File: src/rtl/dsh_pkg.sv
package dsh_pkg;
    typedef enum logic [1:0] {
        ST_IDLE,
        ST_ENTRY_PEND,
        ST_ASLEEP,
        ST_EXIT_PEND
    } hs_state_e;

    typedef struct packed {
        hs_state_e state;
        logic      sync;
        logic      enter_gnt;
        logic      exit_gnt;
    } hs_regs_t;
endpackage

File: src/rtl/dsh_ctrl_reg.sv
module dsh_ctrl_reg #(
    parameter int CTRL_W   = 8,
    parameter int EN_POS   = 0,
    parameter int SYNC_POS = 1
) (
    input  logic              clk,
    input  logic              rst,
    input  logic              wr_en,
    input  logic [CTRL_W-1:0] wr_data,
    output logic              en,
    output logic              tool_set,
    output logic              tool_clr
);
    logic en_d, en_q;

    always_comb begin
        en_d = en_q;
        if (wr_en) en_d = wr_data[EN_POS];
    end

    always_ff @(posedge clk) begin
        if (rst) en_q <= 1'b0;
        else     en_q <= en_d;
    end

    // every write carries a sync value: decode it into a set or clear strobe
    assign en       = en_q;
    assign tool_set = wr_en &  wr_data[SYNC_POS];
    assign tool_clr = wr_en & ~wr_data[SYNC_POS];
endmodule

File: src/rtl/dsh_fsm.sv
module dsh_fsm
    import dsh_pkg::*;
(
    input  logic      clk,
    input  logic      rst,
    input  logic      en,
    input  logic      sleep_req,
    input  logic      wake_req,
    input  logic      tool_set,
    input  logic      tool_clr,
    output hs_state_e state,
    output logic      sync,
    output logic      enter_gnt,
    output logic      exit_gnt
);
    hs_regs_t r_d, r_q;

    always_comb begin
        r_d           = r_q;
        r_d.enter_gnt = 1'b0;
        r_d.exit_gnt  = 1'b0;
        unique case (r_q.state)
            ST_IDLE: begin
                if (sleep_req) begin
                    if (en) begin
                        r_d.state = ST_ENTRY_PEND;
                        r_d.sync  = 1'b1;
                    end else begin
                        r_d.state     = ST_ASLEEP;
                        r_d.enter_gnt = 1'b1;
                    end
                end
            end
            ST_ENTRY_PEND: begin
                if (wake_req) begin
                    r_d.state = ST_IDLE;
                    r_d.sync  = 1'b0;
                end else if (tool_clr) begin
                    r_d.state     = ST_ASLEEP;
                    r_d.sync      = 1'b0;
                    r_d.enter_gnt = 1'b1;
                end
            end
            ST_ASLEEP: begin
                if (wake_req) begin
                    r_d.sync = 1'b0;
                    if (en) begin
                        r_d.state = ST_EXIT_PEND;
                    end else begin
                        r_d.state    = ST_IDLE;
                        r_d.exit_gnt = 1'b1;
                    end
                end
            end
            ST_EXIT_PEND: begin
                if (tool_set) begin
                    r_d.state    = ST_IDLE;
                    r_d.exit_gnt = 1'b1;
                end
            end
            default: r_d.state = ST_IDLE;
        endcase
    end

    always_ff @(posedge clk) begin
        if (rst) begin
            r_q.state     <= ST_IDLE;
            r_q.sync      <= 1'b0;
            r_q.enter_gnt <= 1'b0;
            r_q.exit_gnt  <= 1'b0;
        end else begin
            r_q <= r_d;
        end
    end

    assign state     = r_q.state;
    assign sync      = r_q.sync;
    assign enter_gnt = r_q.enter_gnt;
    assign exit_gnt  = r_q.exit_gnt;
endmodule

File: src/rtl/dbg_sleep_hs.sv
module dbg_sleep_hs
    import dsh_pkg::*;
#(
    parameter int CTRL_W   = 8,
    parameter int EN_POS   = 0,
    parameter int SYNC_POS = 1
) (
    input  logic              clk,
    input  logic              rst,
    input  logic              dev_sleep_req,
    input  logic              dev_wake_req,
    input  logic              reg_wr_en,
    input  logic [CTRL_W-1:0] reg_wr_data,
    output logic [CTRL_W-1:0] reg_rd_data,
    output logic              sleep_enter_grant,
    output logic              sleep_exit_grant
);
    logic      lpd_en, tool_set, tool_clr, sync_bit;
    hs_state_e hs_state;

    dsh_ctrl_reg #(.CTRL_W(CTRL_W), .EN_POS(EN_POS), .SYNC_POS(SYNC_POS)) u_reg (
        .clk     (clk),
        .rst     (rst),
        .wr_en   (reg_wr_en),
        .wr_data (reg_wr_data),
        .en      (lpd_en),
        .tool_set(tool_set),
        .tool_clr(tool_clr)
    );

    dsh_fsm u_fsm (
        .clk      (clk),
        .rst      (rst),
        .en       (lpd_en),
        .sleep_req(dev_sleep_req),
        .wake_req (dev_wake_req),
        .tool_set (tool_set),
        .tool_clr (tool_clr),
        .state    (hs_state),
        .sync     (sync_bit),
        .enter_gnt(sleep_enter_grant),
        .exit_gnt (sleep_exit_grant)
    );

    for (genvar i = 0; i < CTRL_W; i++) begin : g_rd
        if (i == EN_POS) begin : g_en
            assign reg_rd_data[i] = lpd_en;
        end else if (i == SYNC_POS) begin : g_sync
            assign reg_rd_data[i] = sync_bit;
        end else begin : g_zero
            assign reg_rd_data[i] = 1'b0;
        end
    end
endmodule

File: config.mk
export PLATFORM = sky130hd
export DESIGN_NAME = dbg_sleep_hs
export DESIGN_NICKNAME = d
export VERILOG_FILES = /design/src/rtl/dsh_pkg.sv /design/src/rtl/dsh_ctrl_reg.sv /design/src/rtl/dsh_fsm.sv /design/src/rtl/dbg_sleep_hs.sv
export SDC_FILE = /design/constraint.sdc
export NUM_CORES = 1
export LEC_CHECK = 0
export BUFFER_PORTS_ARGS = -buffer_cell sky130_fd_sc_hd__buf_2
export CAP_MARGIN = 10
export CORE_MARGIN = 2
export CORE_UTILIZATION = 32
export DETAILED_ROUTE_END_ITERATION = 12
export GPL_TIMING_DRIVEN = 0
export PLACE_DENSITY_LB_ADDON = 0.12
export SLEW_MARGIN = 40
export SYNTH_ARGS = -nofsm -noshare
export SYNTH_HDL_FRONTEND = slang
export SYNTH_SLANG_ARGS = --single-unit
File: constraint.sdc
create_clock -name clk -period 1.6 [get_ports clk]
set_input_delay 0.32 -clock clk [delete_from_list [all_inputs] [get_ports clk]]
set_output_delay 0.32 -clock clk [all_outputs]
set_load 0.005 [all_outputs]
==> impl_metrics.json, run 1 <==
{
  "status": "complete, no violations",
  "reg2reg_setup_slack_ns": 0.14,
  "dieWidth_um": 42.9,
  "pin_count": 23,
  "wire_per_inst_um": 10.2,
  "antenna_left": 0,
  "worstHoldEndpoint": "u_fsm.state[0]$_SDFFE_PP0P_",
  "finalNetCount": 93,
  "vias": 380,
  "synth.avg_cell_area_um2": 8.94,
  "cts.htree.levels": 1,
  "grt.overflow.total": 0,
  "crit_path_max_fanout": 6,
  "power.leakage_nw": 0.293,
  "yosys_warnings": 0,
  "antenna_cells": 0,
  "critPathLaunchType": "register",
  "p_sw_uw": 115,
  "syn_to_final_growth_pct": 23.3,
  "worstSetupEndpointType": "register",
  "hold_path.class": "input pin to register",
  "layout_common_cells": "10 x buf_2, 8 x buf_4, 7 x a21oi_1",
  "critPathArrivalTime_ns": 1.62,
  "p_int_uw": 307,
  "setup_slack_ns": 0.145,
  "hold_depth": 2,
  "gp_congestion": 0.721,
  "powerDensity_nw_per_um2": 708,
  "portBuffers": 10,
  "peakVddDrop_mv": 0.400,
  "die-area_um2": 1840,
  "fin_setup_tns_ns": 0,
  "grt_start_max_net_pins": 9,
  "clkPwrFrac_pct": 31.5,
  "ys_ff_latch": 6,
  "crit_type": "register to register",
  "maxSlewViolCount": 0,
  "cts-root-buf": "clkbuf_4",
  "drive_gt1_share_pct": 33.3,
  "drc": 0,
  "viasPerCell": 4.32,
  "worstHoldStart": "rst",
  "grt_antenna_before_repair": 0,
  "grt_first_pass_wirelength_um": 1520,
  "setup-violations-final": 0,
  "finalClockSkew_ns": 0.00124,
  "yosysSeqAreaShare_pct": 24.9,
  "max_freq_mhz": 687,
  "clk_pin_slew_ns": 0.04,
  "final_common_cell": "buf_2",
  "dp_slack_ns": 0.0816,
  "fin_crit_ns": 1.46,
  "fillers": 164,
  "max-cap-violations": 0,
  "core_area_um2": 1450,
  "floorplan.initialDensity_pct": 33.2,
  "p_seq_share_pct": 40.6,
  "cts_tree": "built",
  "grt_pass1_vias": 355,
  "cts_buffers": 3,
  "synth_area_um2": 483,
  "combPwrFrac_pct": 27.8,
  "wl_um": 895,
  "drtIter0Drc": 4,
  "rr_worst_depth": 6,
  "synth_cells": 54,
  "period_share_pct": 90.9,
  "die_h_um": 42.9,
  "rsz0062_at_grt": "false",
  "dpl.hpwl_um": 735,
  "rows": 14,
  "cts_sinks": 6,
  "grt_usage_pct": 10.8,
  "clk_latency_ns": 0.24,
  "synth.distinct_cells": 21,
  "required_ns": 1.76,
  "switching_share_pct": 27.2,
  "clk_path_buf_depth": 2,
  "first_pass_iters": 3,
  "rr_startpoint": "u_fsm.state[0]$_SDFFE_PP0P_",
  "hold_violations": 0,
  "reg2reg_to": "u_fsm.sync$_SDFFE_PP0P_"
}
==> per-stage QoR <==
stage                     cells  hold WS (ns)  power (mW)  area (um^2)  util [%]
final                        88         0.316       0.421          596      41.0
after global routing         88         0.331       0.454          596      41.0
after CTS                    88         0.328       0.426          594      40.9
after detailed placement     85         0.580       0.292          572      39.3
after global placement       85         0.566       0.292          572      39.3
after floorplan              59         0.389       0.257          502         -
==> per-layer routing <==
layer	vias up	part of all wire, %	track usage, %
met1	161	49	13.7
met5	-	0	0
li1	210	-	-
met2	9	46	17.9
met3	0	4.8	1.28
met4	0	0	5.63
==> logic make-up after synthesis <==
family | synth area share [%]
AND/OR/NAND/NOR | 21.0
AO/OA/AOI/OAI | 18.9
buffers and inverters | 14.8
adder cells (fa/ha/maj) | 15.5
flip-flops | 24.9
multiplexers | 4.15
other | 0.776
==> worst max path at each step <==
| stage | start | to | slack (ns) | cells past startpoint |
|---|---|---|---|---|
| 2_1_floorplan | u_fsm.state[0]$_SDFFE_PP0P_ | u_fsm.state[1]$_SDFFE_PP0P_ | 0.27 | 6 |
| 3_3_place_gp | u_fsm.state[0]$_SDFFE_PP0P_ | u_fsm.sync$_SDFFE_PP0P_ | 0.11 | 6 |
| 3_5_place_dp | u_fsm.state[0]$_SDFFE_PP0P_ | u_fsm.sync$_SDFFE_PP0P_ | 0.08 | 6 |
| 4_1_cts | u_fsm.state[0]$_SDFFE_PP0P_ | u_fsm.sync$_SDFFE_PP0P_ | 0.06 | 6 |
| 5_1_grt | u_fsm.state[0]$_SDFFE_PP0P_ | u_fsm.state[0]$_SDFFE_PP0P_ | 0.07 | 6 |
| 6_report | u_fsm.state[0]$_SDFFE_PP0P_ | u_fsm.sync$_SDFFE_PP0P_ | 0.14 | 6 |
==> worst max-delay path, stage by stage (launching register included) <==
cell and delay [ns]:
dfxtp_2 0.36, inv_1 0.09, ha_1 0.25, nor2b_1 0.17, a31oi_4 0.21, nand4b_1 0.12, a21oi_1 0.17
==> power by group through the flow <==
stage | Combinational (mW) | Sequential, mW | Clock (mW)
after floorplan | 0.0861 | 0.171 | 0
after global placement | 0.118 | 0.174 | 0
after detailed placement | 0.118 | 0.174 | 0
after CTS | 0.119 | 0.171 | 0.136
after global routing | 0.131 | 0.173 | 0.150
final | 0.117 | 0.171 | 0.133
==> repair_timing <==
item / in CTS / in global routing
setup buffers: 0 / 0
gates resized for setup: 0 / 1
endpoints found under the hold margin: 0 / 0
hold buffers: 0 / 0
endpoints found under the setup margin: 0 / 2
==> sequential cells by signal (all words and copies together), names as in the netlist <==
register and cells:
u_fsm.state 2, u_fsm.enter_gnt 1, u_fsm.exit_gnt 1, u_fsm.sync 1, u_reg.en 1
==> cells in the mapped netlist <==
| master | n | share of area, % |
|---|---|---|
| buf_4 | 8 | 12 |
| a21oi_1 | 7 | 7.3 |
| dfxtp_1 | 6 | 25 |
| ha_1 | 6 | 16 |
| inv_1 | 3 | 2.3 |
| nand2_1 | 3 | 2.3 |
| a31o_1 | 2 | 3.6 |
| mux2i_1 | 2 | 4.1 |
| nand2b_1 | 2 | 2.6 |
| nand3b_1 | 2 | 3.1 |
| nand4_1 | 2 | 2.6 |
| nor2b_1 | 2 | 2.6 |
| a21bo_1 | 1 | 2.1 |
| a22oi_1 | 1 | 1.6 |
| a31oi_4 | 1 | 4.4 |
| conb_1 | 1 | 0.78 |
| nand2b_2 | 1 | 1.8 |
| nand3_1 | 1 | 1.0 |
| nand4b_1 | 1 | 1.8 |
| nand4bb_1 | 1 | 2.3 |
| nor2_1 | 1 | 0.78 |
==> cell type report <==
| type | count | area [um^2] | share of cell area [%] |
|---|---|---|---|
| Clock buffer | 3 | 22.5 | 3.78 |
| Tap cell | 16 | 20.0 | 3.36 |
| Inverter | 3 | 11.3 | 1.89 |
| Timing Repair Buffer | 10 | 50.0 | 8.40 |
| Multi-Input combinational cell | 42 | 310 | 52.1 |
| Buffer | 8 | 60.1 | 10.1 |
| Sequential cell | 6 | 121 | 20.4 |
Note: power is estimated with default switching activity, not from simulation.
==> inputs of run 2 (changes only) <==
--- a/config.mk
+++ b/config.mk
@@ -12,6 +12,7 @@
 export DETAILED_ROUTE_END_ITERATION = 12
 export GPL_TIMING_DRIVEN = 0
 export PLACE_DENSITY_LB_ADDON = 0.12
+export RECOVER_POWER = 50
 export SLEW_MARGIN = 40
 export SYNTH_ARGS = -nofsm -noshare
 export SYNTH_HDL_FRONTEND = slang
==> impl_metrics.json, run 2 (synthesis gave the netlist of run 1 again) <==
{
  "cts-root-buf": "clkbuf_4",
  "critPathLaunchType": "register",
  "fin_setup_tns_ns": 0,
  "die-area_um2": 1840,
  "period_share_pct": 90.9,
  "crit_path_max_fanout": 6,
  "grt_usage_pct": 10.8,
  "peakVddDrop_mv": 0.400,
  "portBuffers": 10,
  "clk_path_buf_depth": 2,
  "cts_sinks": 6,
  "hold_path.class": "input pin to register",
  "layout_common_cells": "10 x buf_2, 7 x a21oi_1, 7 x buf_4",
  "switching_share_pct": 27.3,
  "gp_congestion": 0.721,
  "wl_um": 893,
  "worstSetupEndpointType": "register",
  "drc": 0,
  "dpl.hpwl_um": 735,
  "antenna_cells": 0,
  "vias": 380,
  "clk_pin_slew_ns": 0.04,
  "core_area_um2": 1450,
  "p_int_uw": 306,
  "first_pass_iters": 3,
  "antenna_left": 0,
  "fin_crit_ns": 1.46,
  "combPwrFrac_pct": 27.8,
  "wire_per_inst_um": 10.1,
  "cts.htree.levels": 1,
  "grt_pass1_vias": 355,
  "total_power_uw": 421,
  "required_ns": 1.76,
  "syn_to_final_growth_pct": 23.3,
  "dieWidth_um": 42.9,
  "holdBufCountCts": 0,
  "rsz0062_at_grt": "false",
  "crit_type": "register to register",
  "finalNetCount": 93,
  "setup-violations-final": 0,
  "floorplan.initialDensity_pct": 33.2,
  "cts_buffers": 3,
  "grt_antenna_before_repair": 0,
  "cts_tree": "built",
  "max_freq_mhz": 687,
  "grt_first_pass_wirelength_um": 1520,
  "grt.overflow.total": 0,
  "max-cap-violations": 0,
  "hold_violations": 0,
  "die_h_um": 42.9,
  "top_register": "u_fsm.state",
  "clkPwrFrac_pct": 31.6,
  "p_seq_share_pct": 40.7,
  "postCtsSetupBuffers": 0,
  "dr_wl_met2_um": 409,
  "final_common_cell": "buf_2",
  "finalClockSkew_ns": 0.00124,
  "wl_met3_um": 43,
  "critPathArrivalTime_ns": 1.62,
  "clk_latency_ns": 0.24,
  "drtIter0Drc": 4,
  "viasPerCell": 4.32,
  "rows": 14,
  "pin_count": 23,
  "drive_gt1_share_pct": 33.3,
  "powerDensity_nw_per_um2": 707,
  "grt_start_max_net_pins": 9,
  "wl_met1_um": 440,
  "largest_reg_flops": 2,
  "top_layer": "met3",
  "status": "complete, no violations",
  "maxSlewViolCount": 0,
  "p_sw_uw": 115,
  "power.leakage_nw": 0.293
}
run 2: changes by cell type in the layout (fill, tap and decap cells not counted), sizes merged:
cell	before	now
clkbuf	3	4
buf	18	17
run 2: critical path, cell delays in order, from the launching register on:
cell      delay [ns]
dfxtp_2         0.36
inv_1           0.09
ha_1            0.25
nor2b_1         0.17
a31oi_4         0.21
nand4b_1        0.12
a21oi_1         0.17
run 2: power by group through the flow:
stage	combinational, mW	clock, mW	sequential (mW)
floorplan	0.0861	0	0.171
global placement	0.118	0	0.174
detailed placement	0.118	0	0.174
CTS	0.119	0.136	0.171
global route	0.131	0.150	0.173
finish	0.117	0.133	0.171
run 2: timing repair:
| item | 4_1_cts | 5_1_grt |
|---|---|---|
| endpoints found under the setup margin | 0 | 2 |
| endpoints found under the hold margin | 0 | 0 |
| gates resized for setup | 0 | 1 |
run 2: path summary, 6_finish.rpt:
check                         startpoint                     endpoint  slack (ns)  cells past startpoint
max          u_fsm.state[0]$_SDFFE_PP0P_      u_fsm.sync$_SDFFE_PP0P_        0.14                      6
min                                  rst  u_fsm.state[0]$_SDFFE_PP0P_        0.32                      2
max reg2reg  u_fsm.state[0]$_SDFFE_PP0P_      u_fsm.sync$_SDFFE_PP0P_        0.14                      6
min reg2reg      u_fsm.sync$_SDFFE_PP0P_      u_fsm.sync$_SDFFE_PP0P_        0.58                      2
run 2: layer usage:
layer  GRT usage, %  up-vias
met5              0        -
met4           5.63        0
met3           1.28        0
met2           17.9        9
met1           13.7      161
li1               -      210
run 2: layout make-up:
| class | count | area, um^2 |
|---|---|---|
| multi-input cells | 42 | 310 |
| clock buffers | 3 | 22.5 |
| plain buffers | 8 | 60.1 |
| well taps | 16 | 20.0 |
| repair buffers | 10 | 50.0 |
| fillers | 164 | 858 |
| flip-flops and latches | 6 | 121 |
| inverters | 3 | 11.3 |
run 2: metrics by stage:
stage	hold slack [ns]	cells	cell area (um^2)	setup WS, ns	util (%)
detailed placement	0.580	85	572	0.0816	39.3
global route	0.331	88	596	0.0699	41.0
floorplan	0.389	59	502	0.271	-
global placement	0.566	85	572	0.106	39.3
CTS	0.328	88	594	0.0564	40.9
finish	0.316	88	596	0.145	41.0
==> inputs of run 3 (changes only) <==
--- a/config.mk
+++ b/config.mk
@@ -8,7 +8,8 @@
 export BUFFER_PORTS_ARGS = -buffer_cell sky130_fd_sc_hd__buf_2
 export CAP_MARGIN = 10
 export CORE_MARGIN = 2
-export CORE_UTILIZATION = 32
+export CORE_UTILIZATION = 29
+export CTS_BUF_LIST = sky130_fd_sc_hd__clkbuf_8
 export DETAILED_ROUTE_END_ITERATION = 12
 export GPL_TIMING_DRIVEN = 0
 export PLACE_DENSITY_LB_ADDON = 0.12
==> constraint.sdc (replaced) <==
create_clock -name clk -period 1.6 [get_ports clk]
set_input_delay 0.08 -clock clk [delete_from_list [all_inputs] [get_ports clk]]
set_output_delay 0.08 -clock clk [all_outputs]
set_load 0.005 [all_outputs]
==> impl_metrics.json, run 3 (synthesis gave the netlist of run 1 again) <==
{
  "grt_pass1_vias": 369,
  "grt_start_max_net_pins": 9,
  "rsz0062_at_grt": "false",
  "cts-root-buf": "clkbuf_8",
  "worst-path-buf-inv": 1,
  "cts_sinks": 6,
  "power.leakage_nw": 0.296,
  "antenna_left": 0,
  "clkPwrFrac_pct": 43.4,
  "peakVddDrop_mv": 0.573,
  "maxSlewViolCount": 0,
  "gp_congestion": 0.713,
  "finalCoreUtilization_pct": 39.9,
  "setup-violations-final": 0,
  "critPathArrivalTime_ns": 1.64,
  "antenna_cells": 0,
  "clk_pin_slew_ns": 0.03,
  "rows": 14,
  "fin_crit_ns": 1.49,
  "clk_latency_ns": 0.22,
  "grt_antenna_before_repair": 0,
  "hold_violations": 0,
  "crit_slowest_cell": "dfxtp_1",
  "top_register": "u_fsm.state",
  "multi_input_area_um2": 314,
  "floorplan.initialDensity_pct": 31.3,
  "grt_first_pass_wirelength_um": 1480,
  "fillers": 167,
  "postCtsSetupBuffers": 0,
  "crit_type": "register to register",
  "grt_usage_pct": 10.5,
  "cts.repair.resized": 0,
  "drtIter0Drc": 5,
  "switching_share_pct": 24.6,
  "max_stage_delay_ns": 0.38,
  "setup_slack_ns": 0.107,
  "grt.overflow.total": 0,
  "die-area_um2": 2010,
  "dieWidth_um": 44.8,
  "cts.htree.levels": 1,
  "drive_gt1_share_pct": 31.9,
  "worstSetupEndpointType": "register",
  "crit_chain": "inv_1, ha_1, nor2b_1, a31oi_4, nand4_1, a21oi_2",
  "required_ns": 1.75,
  "timing.hold.ws_ns": 0.105,
  "crit_path_max_fanout": 6,
  "p_int_uw": 383,
  "powerDensity_nw_per_um2": 825,
  "syn_to_final_growth_pct": 27.5,
  "dpl.hpwl_um": 689,
  "wl_um": 874,
  "die_h_um": 44.8,
  "viasPerCell": 4.41,
  "core_area_um2": 1540,
  "vias": 388,
  "finalNetCount": 93,
  "clk_path_buf_depth": 2,
  "dp_slack_ns": 0.120,
  "wire_per_inst_um": 9.93,
  "cts_buffers": 3,
  "drc": 0,
  "p_sw_uw": 125,
  "cts_tree": "built",
  "total_power_uw": 508,
  "hold_path.class": "input pin to register",
  "max-cap-violations": 0,
  "status": "complete, no violations",
  "first_pass_iters": 4,
  "regArea_um2": 120,
  "finalClockSkew_ns": 0.00292,
  "pin_count": 23,
  "final_common_cell": "buf_2",
  "fin_setup_tns_ns": 0,
  "largest_reg_flops": 2,
  "p_seq_share_pct": 33.6,
  "holdBufCountCts": 0,
  "portBuffers": 10,
  "period_share_pct": 93.3,
  "max_freq_mhz": 670,
  "combPwrFrac_pct": 23.0,
  "critPathLaunchType": "register",
  "crit_family": "flip-flops"
}
==> run 3: cell count changes in the layout (fill, tap and decap cells not counted), sizes merged <==
cell,delta
buf,-2
clkbuf,+2
==> run 3: layout make-up <==
class	instances	share of cell area, %
sequential	6	19.5
buffer	8	9.76
timing repair buffer	10	7.93
tap	16	3.25
clock buffer	3	6.71
inverter	3	1.83
multi-input combinational	42	51.0
==> run 3: path summary, 6_finish.rpt <==
check	cells past startpoint	slack [ns]	end	from
worst max-delay path	6	0.11	u_fsm.state[0]$_SDFFE_PP0P_	u_fsm.state[0]$_SDFFE_PP0P_
worst max register to register	6	0.11	u_fsm.state[0]$_SDFFE_PP0P_	u_fsm.state[0]$_SDFFE_PP0P_
worst min register to register	2	0.57	u_fsm.sync$_SDFFE_PP0P_	u_fsm.sync$_SDFFE_PP0P_
worst min-delay path	2	0.10	u_fsm.state[0]$_SDFFE_PP0P_	rst
==> run 3: power groups by stage <==
stage	Clock, mW	Combinational (mW)	Sequential [mW]
after floorplan	0	0.0861	0.171
after global placement	0	0.118	0.173
after detailed placement	0	0.117	0.173
after CTS	0.232	0.118	0.171
after global routing	0.240	0.132	0.173
final	0.220	0.117	0.171
==> run 3: layer usage <==
| layer | GRT usage [%] | routed length [um] |
|---|---|---|
| met1 | 12.7 | 448 |
| met2 | 15.7 | 372 |
| met3 | 2.40 | 45 |
| met4 | 8.82 | 8 |
| met5 | 0 | 0 |
==> run 3: stage by stage <==
stage	std cells	instance area (um^2)
2_1_floorplan	59	502
3_3_place_gp	85	572
3_5_place_dp	85	572
4_1_cts	88	613
5_1_grt	88	616
6_report	88	616
